[src/rtl/lru_mx_pkg.sv]
package lru_mx_pkg;
  function automatic int idx_width(input int n);
    return (n > 1) ? $clog2(n) : 1;
  endfunction
endpackage

[src/rtl/lru_mx_store.sv]
module lru_mx_store #(
  parameter int N  = 8,
  parameter int IW = 3
) (
  input  logic            clk,
  input  logic            rst_n,
  input  logic            clr_i,
  input  logic            acc_vld_i,
  input  logic [IW-1:0]   acc_idx_i,
  output logic [N*N-1:0]  rows_o,
  output logic            vld_o
);
  // row i occupies rows_o[i*N +: N]; column c sits at bit N-1-c of its row
  logic [N*N-1:0] rows_q, rows_d;
  logic           rows_en;
  logic           vld_q, vld_d;

  always_comb begin
    rows_en = clr_i | acc_vld_i;
    vld_d   = ~clr_i;
    rows_d  = rows_q;
    for (int i = 0; i < N; i++) begin
      logic [N-1:0] row_t;
      row_t = rows_q[i*N +: N];
      if (clr_i) begin
        row_t = '0;
      end else if (acc_vld_i) begin
        if (int'(acc_idx_i) == i) row_t = '1;
        for (int c = 0; c < N; c++) begin
          if (int'(acc_idx_i) == c) row_t[N-1-c] = 1'b0;
        end
      end
      rows_d[i*N +: N] = row_t;
    end
  end

  always_ff @(posedge clk or negedge rst_n) begin
    if (!rst_n) begin
      rows_q <= '0;
    end else if (rows_en) begin
      rows_q <= rows_d;
    end
  end

  always_ff @(posedge clk or negedge rst_n) begin
    if (!rst_n) begin
      vld_q <= 1'b0;
    end else begin
      vld_q <= vld_d;
    end
  end

  assign rows_o = rows_q;
  assign vld_o  = vld_q;
endmodule

[src/rtl/lru_mx_rank.sv]
module lru_mx_rank #(
  parameter int N  = 8,
  parameter int IW = 3
) (
  input  logic [N*N-1:0]  rows_i,
  output logic [N*IW-1:0] rank_o,
  output logic [IW-1:0]   min_idx_o
);
  // rank of row i: rows strictly smaller, plus equal rows of lower index
  for (genvar gi = 0; gi < N; gi++) begin : g_rank
    always_comb begin
      int cnt;
      cnt = 0;
      for (int j = 0; j < N; j++) begin
        if (rows_i[j*N +: N] < rows_i[gi*N +: N]) cnt++;
        else if ((rows_i[j*N +: N] == rows_i[gi*N +: N]) && (j < gi)) cnt++;
      end
      rank_o[gi*IW +: IW] = IW'(cnt);
    end
  end

  // independent minimum search; strict compare keeps the lowest index on ties
  always_comb begin
    logic [N-1:0] best_v;
    min_idx_o = '0;
    best_v    = rows_i[N-1:0];
    for (int i = 1; i < N; i++) begin
      if (rows_i[i*N +: N] < best_v) begin
        best_v    = rows_i[i*N +: N];
        min_idx_o = IW'(i);
      end
    end
  end
endmodule

[src/rtl/lru_mx_order.sv]
module lru_mx_order #(
  parameter int N  = 8,
  parameter int IW = 3
) (
  input  logic [N*IW-1:0] rank_i,
  output logic [N*IW-1:0] order_o
);
  for (genvar gs = 0; gs < N; gs++) begin : g_slot
    always_comb begin
      order_o[gs*IW +: IW] = '0;
      for (int i = 0; i < N; i++) begin
        if (int'(rank_i[i*IW +: IW]) == gs) order_o[gs*IW +: IW] = IW'(i);
      end
    end
  end
endmodule

[src/rtl/lru_matrix_tracker.sv]
module lru_matrix_tracker
  import lru_mx_pkg::*;
#(
  parameter int N  = 8,
  parameter int IW = idx_width(N)
) (
  input  logic            clk,
  input  logic            rst_n,
  input  logic            clr_i,
  input  logic            acc_vld_i,
  input  logic [IW-1:0]   acc_idx_i,
  output logic [IW-1:0]   lru_idx_o,
  output logic            lru_vld_o,
  output logic [N*IW-1:0] order_o
);
  localparam int NBITS = N * N;

  logic [NBITS-1:0] rows;
  logic [N*IW-1:0]  rank;

  lru_mx_store #(.N(N), .IW(IW)) u_store (
    .clk       (clk),
    .rst_n     (rst_n),
    .clr_i     (clr_i),
    .acc_vld_i (acc_vld_i),
    .acc_idx_i (acc_idx_i),
    .rows_o    (rows),
    .vld_o     (lru_vld_o)
  );

  lru_mx_rank #(.N(N), .IW(IW)) u_rank (
    .rows_i    (rows),
    .rank_o    (rank),
    .min_idx_o (lru_idx_o)
  );

  lru_mx_order #(.N(N), .IW(IW)) u_order (
    .rank_i  (rank),
    .order_o (order_o)
  );
endmodule

[config.mk]
export PLATFORM = sky130hd
export DESIGN_NAME = lru_matrix_tracker
export DESIGN_NICKNAME = d
export VERILOG_FILES = /design/src/rtl/lru_mx_pkg.sv /design/src/rtl/lru_mx_store.sv /design/src/rtl/lru_mx_rank.sv /design/src/rtl/lru_mx_order.sv /design/src/rtl/lru_matrix_tracker.sv
export SDC_FILE = /design/constraint.sdc
export NUM_CORES = 1
export LEC_CHECK = 0
export ABC_CLOCK_PERIOD_IN_PS = 14900
export BUFFER_PORTS_ARGS = -buffer_cell sky130_fd_sc_hd__buf_2
export CAP_MARGIN = 40
export CORE_MARGIN = 5
export CORE_UTILIZATION = 40
export DETAILED_ROUTE_END_ITERATION = 10
export PLACE_DENSITY = 0.65
export SLEW_MARGIN = 10
export SYNTH_ARGS = -nofsm -noshare
export SYNTH_HDL_FRONTEND = slang
export SYNTH_SLANG_ARGS = --single-unit
[constraint.sdc]
create_clock -name clk -period 14.9 [get_ports clk]
set_clock_uncertainty 0.2 [all_clocks]
set_input_delay 2.98 -clock clk [delete_from_list [all_inputs] [get_ports clk]]
set_output_delay 2.98 -clock clk [all_outputs]
set_load 0.01 [all_outputs]
==> impl_metrics.py <==
metrics = {
    "critical_path": {
        "end_kind": "output port",
        "cp_max_fo": 7,
        "regToRegSetupSlack_ps": 13180,
        "path_class": "flip-flop to output port",
        "worstSetupStartpointType": "flip-flop",
        "required_ps": 11720,
        "slowest_delay_ps": 430,
        "cp_slowest_cell": "dfrtp_2",
        "arrival_ps": 11900,
        "cpMostUsedCell": "ha_4",
        "critPathTopFamily": "compound AO/OA/AOI/OAI gates",
        "cp_num_buf_inv": 8,
    },
    "detailed_routing": {
        "num_vias": 12810,
        "wl_per_cell_um": 22.45,
        "viasPerCell": 6.154,
        "drt_iter0_markers": 1280,
        "ant_nets": 0,
        "dr.pass1.iters": 8,
        "drc": 0,
        "wl_mm": 46.75,
    },
    "global_route": {
        "grt_usage_pct": 25.38,
        "grt_max_degree": 66,
        "first_global_vias": 12270,
        "grt_overflow_total": 0,
        "grt_pass1_wl_mm": 70.30,
        "antenna_found_initial": 0,
    },
    "timing": {
        "min_period_over_period_pct": 101.2,
        "tightest_slew_ps": 845.9,
        "max_freq_mhz": 66.32,
        "rsz0062_at_grt": "true",
        "post-route-worst-setup-slack_ps": -178.1,
        "slew_violations": 0,
        "setup_violations": 3,
        "period_needed_ps": 15080,
        "setup_tns_ps": -365.7,
        "hold_violations": 0,
        "slew_headroom_pct": 43.61,
    },
    "place": {
        "port_buffers": 34,
        "place_hpwl_mm": 35.55,
        "routabilityCongestion": 0.9988,
    },
    "floorplanning": {
        "coreArea_um2": 30670,
        "start_util_pct": 40.64,
        "std_cell_rows": 64,
        "die_w_um": 186.5,
        "die-area_um2": 34790,
        "ios": 35,
        "die_h_um": 186.5,
    },
    "logic_synthesis": {
        "ys_seq_area_share_pct": 13.05,
        "ys_async_sr_fraction_pct": 100.0,
        "netlist_area_um2": 12460,
        "yosysWarnings": 0,
        "synth_cell_types": 80,
        "syn_inst": 1546,
        "syn_nets": 1853,
        "synthFlopType": "dfrtp_1",
        "synth_edf_count": 0,
        "synth_area_per_cell_um2": 8.062,
        "yosys_register_bits": 65,
    },
    "run_status": {
        "violations": "negative setup slack",
        "status": "finished with violations",
    },
    "final_layout": {
        "area_delta_synth_final_pct": 18.56,
        "num_antenna_cells": 0,
        "drive_gt1_share_pct": 17.08,
        "nets": 1988,
        "fillers": 2928,
    },
    "flow_run": {
        "max-cap-violations": 0,
    },
    "cts": {
        "cts_tree": "done",
        "postCtsHoldBufs": 0,
        "path_clk_slew_ps": 60,
        "clkLatencyLatePin_ps": 340,
        "clockBufferDepth": 2,
        "cts_inserted_buffers": 9,
        "clock_sinks": 65,
        "cts_root_buffer": "clkbuf_16",
        "cts_max_level": 3,
    },
    "worst_hold_path": {
        "hp-class": "flip-flop to flip-flop",
    },
}
-- placed cells by master, fill, tap and decap left out, types with 5 or more instances in the layout --
| cell | n |
|---|---|
| xnor2_1 | 40 |
| inv_1 | 109 |
| a21oi_2 | 16 |
| nor2_1 | 95 |
| ha_1 | 285 |
| o21ai_1 | 7 |
| nand3_1 | 41 |
| o31ai_1 | 7 |
| nand2_1 | 129 |
| mux2_2 | 10 |
| nand3b_1 | 11 |
| a211oi_1 | 10 |
| o211ai_1 | 8 |
| dfrtp_1 | 64 |
| mux2i_1 | 20 |
| a21oi_1 | 116 |
| xnor3_1 | 7 |
| nor2_4 | 5 |
| o21ai_2 | 9 |
| nor3_1 | 17 |
| xor2_1 | 22 |
| nand4_1 | 43 |
| o21a_1 | 45 |
| or2_2 | 7 |
| o21bai_1 | 14 |
| ha_4 | 15 |
| mux2_4 | 7 |
| or3_1 | 5 |
| nor2b_1 | 52 |
| and3_1 | 12 |
| o21ai_0 | 69 |
| a21o_1 | 56 |
| clkbuf_16 | 9 |
| nand2b_1 | 24 |
| buf_4 | 108 |
| a31oi_1 | 10 |
| and2_1 | 15 |
| buf_2 | 37 |
-- logic make-up (layout without fill, tap and decap cells) --
group | count (synthesis) | in the layout | share of synthesized area (%)
buf+inv | 138 | 276 | 4.256
flops | 65 | 65 | 13.05
xor+xnor | 73 | 73 | 6.384
compound gates | 438 | 439 | 22.66
fa+ha+maj | 302 | 302 | 30.30
mux | 43 | 43 | 3.845
simple gates | 487 | 488 | 19.51
-- metrics by stage --
| step | hold WS, ps | instances | instance area [um2] | setup slack (ps) | util [%] |
|---|---|---|---|---|---|
| global route | 342.5 | 2082 | 14780 | -717.5 | 48.18 |
| floorplan | 323.3 | 1546 | 12620 | 4.873 | - |
| CTS | 329.0 | 2066 | 14360 | 4.721 | 46.81 |
| detailed placement | 316.4 | 2017 | 13620 | -234.8 | 44.42 |
| global placement | 299.9 | 2013 | 13600 | 45.41 | 44.35 |
| finish | 324.4 | 2082 | 14780 | -178.1 | 48.18 |
-- synthesized netlist by cell type, drive strengths merged, types with 5 or more instances --
cell	number	share of area, %
nand3b	11	0.66
ha	300	30
o21ai	85	3.4
clkbuf	22	0.66
nor2	103	3.1
o32ai	5	0.41
xnor2	40	2.8
a21oi	136	5.5
a311oi	5	0.40
nand2b	24	1.2
nand4	43	2.2
and4	5	0.35
o21a	45	2.7
nor2b	53	2.7
o211ai	9	0.58
xor2	22	1.5
a31oi	11	0.55
or2	9	0.45
o31ai	8	0.48
nand2	135	4.1
a21o	56	3.4
mux2	18	1.8
nand3	42	1.7
and2	16	0.82
xnor3	7	1.3
inv	112	3.4
o21bai	14	0.84
dfrtp	65	13
a211oi	13	0.78
mux2i	25	2.0
and3	13	0.65
or3	6	0.34
nor3	17	0.68
-- area by class of cell --
class                           instances  area [um2]  share of cell area [%]
Multi-Input combinational cell       1345       10910                   73.85
Sequential cell                        65        1628                   11.02
Timing Repair Buffer                  148        1033                   6.993
Tap cell                              396       495.5                   3.353
Inverter                              112       422.9                   2.862
Clock buffer                            9       225.2                   1.524
Clock inverter                          7       60.06                  0.4064
-- flip-flops by register name (all words and copies together), names as in the netlist --
signal,flops
u_store.rows_o,64
u_store.vld_o,1
-- worst reg2reg max path, delay by kind of cell, from the launching register on --
family,cells,cell delay (ps)
flip-flops,1,750
AO/OA/AOI/OAI,1,290
buffers and inverters,1,400
-- per-layer routing --
metal  track usage [%]  wire, um  up-vias  share of wire [%]
met5                 0         0        -                  0
met4             12.30      2654        0                5.7
met3             4.615      4075      157                8.7
met1             34.02     19890     6105                 43
met2             39.44     20130      591                 43
li1                  -         -     5959                  -
-- worst paths after layout --
| path | startpoint | to | cells past startpoint |
|---|---|---|---|
| setup / recovery | u_store.rows_o[1] | lru_idx_o[0] | 69 |
| setup reg to reg | u_store.rows_o[24] | u_store.rows_o[24] | 2 |
| max in group asynchronous | rst_n | u_store.rows_o[1] | 2 |
| hold / removal | u_store.rows_o[44] | u_store.rows_o[44] | 2 |
| hold reg to reg | u_store.rows_o[44] | u_store.rows_o[44] | 2 |
| min in group asynchronous | rst_n | u_store.rows_o[33] | 2 |
-- timing repair --
action	4_1_cts	5_1_grt
gates resized for setup	42	53
setup endpoints to repair	3	3
setup buffers	31	16
pin swaps	31	35
cloned	2	0
Power is left out: the tool's default activity adds up to more than one toggle a clock period on the data nets, which glitch-free logic cannot reach.
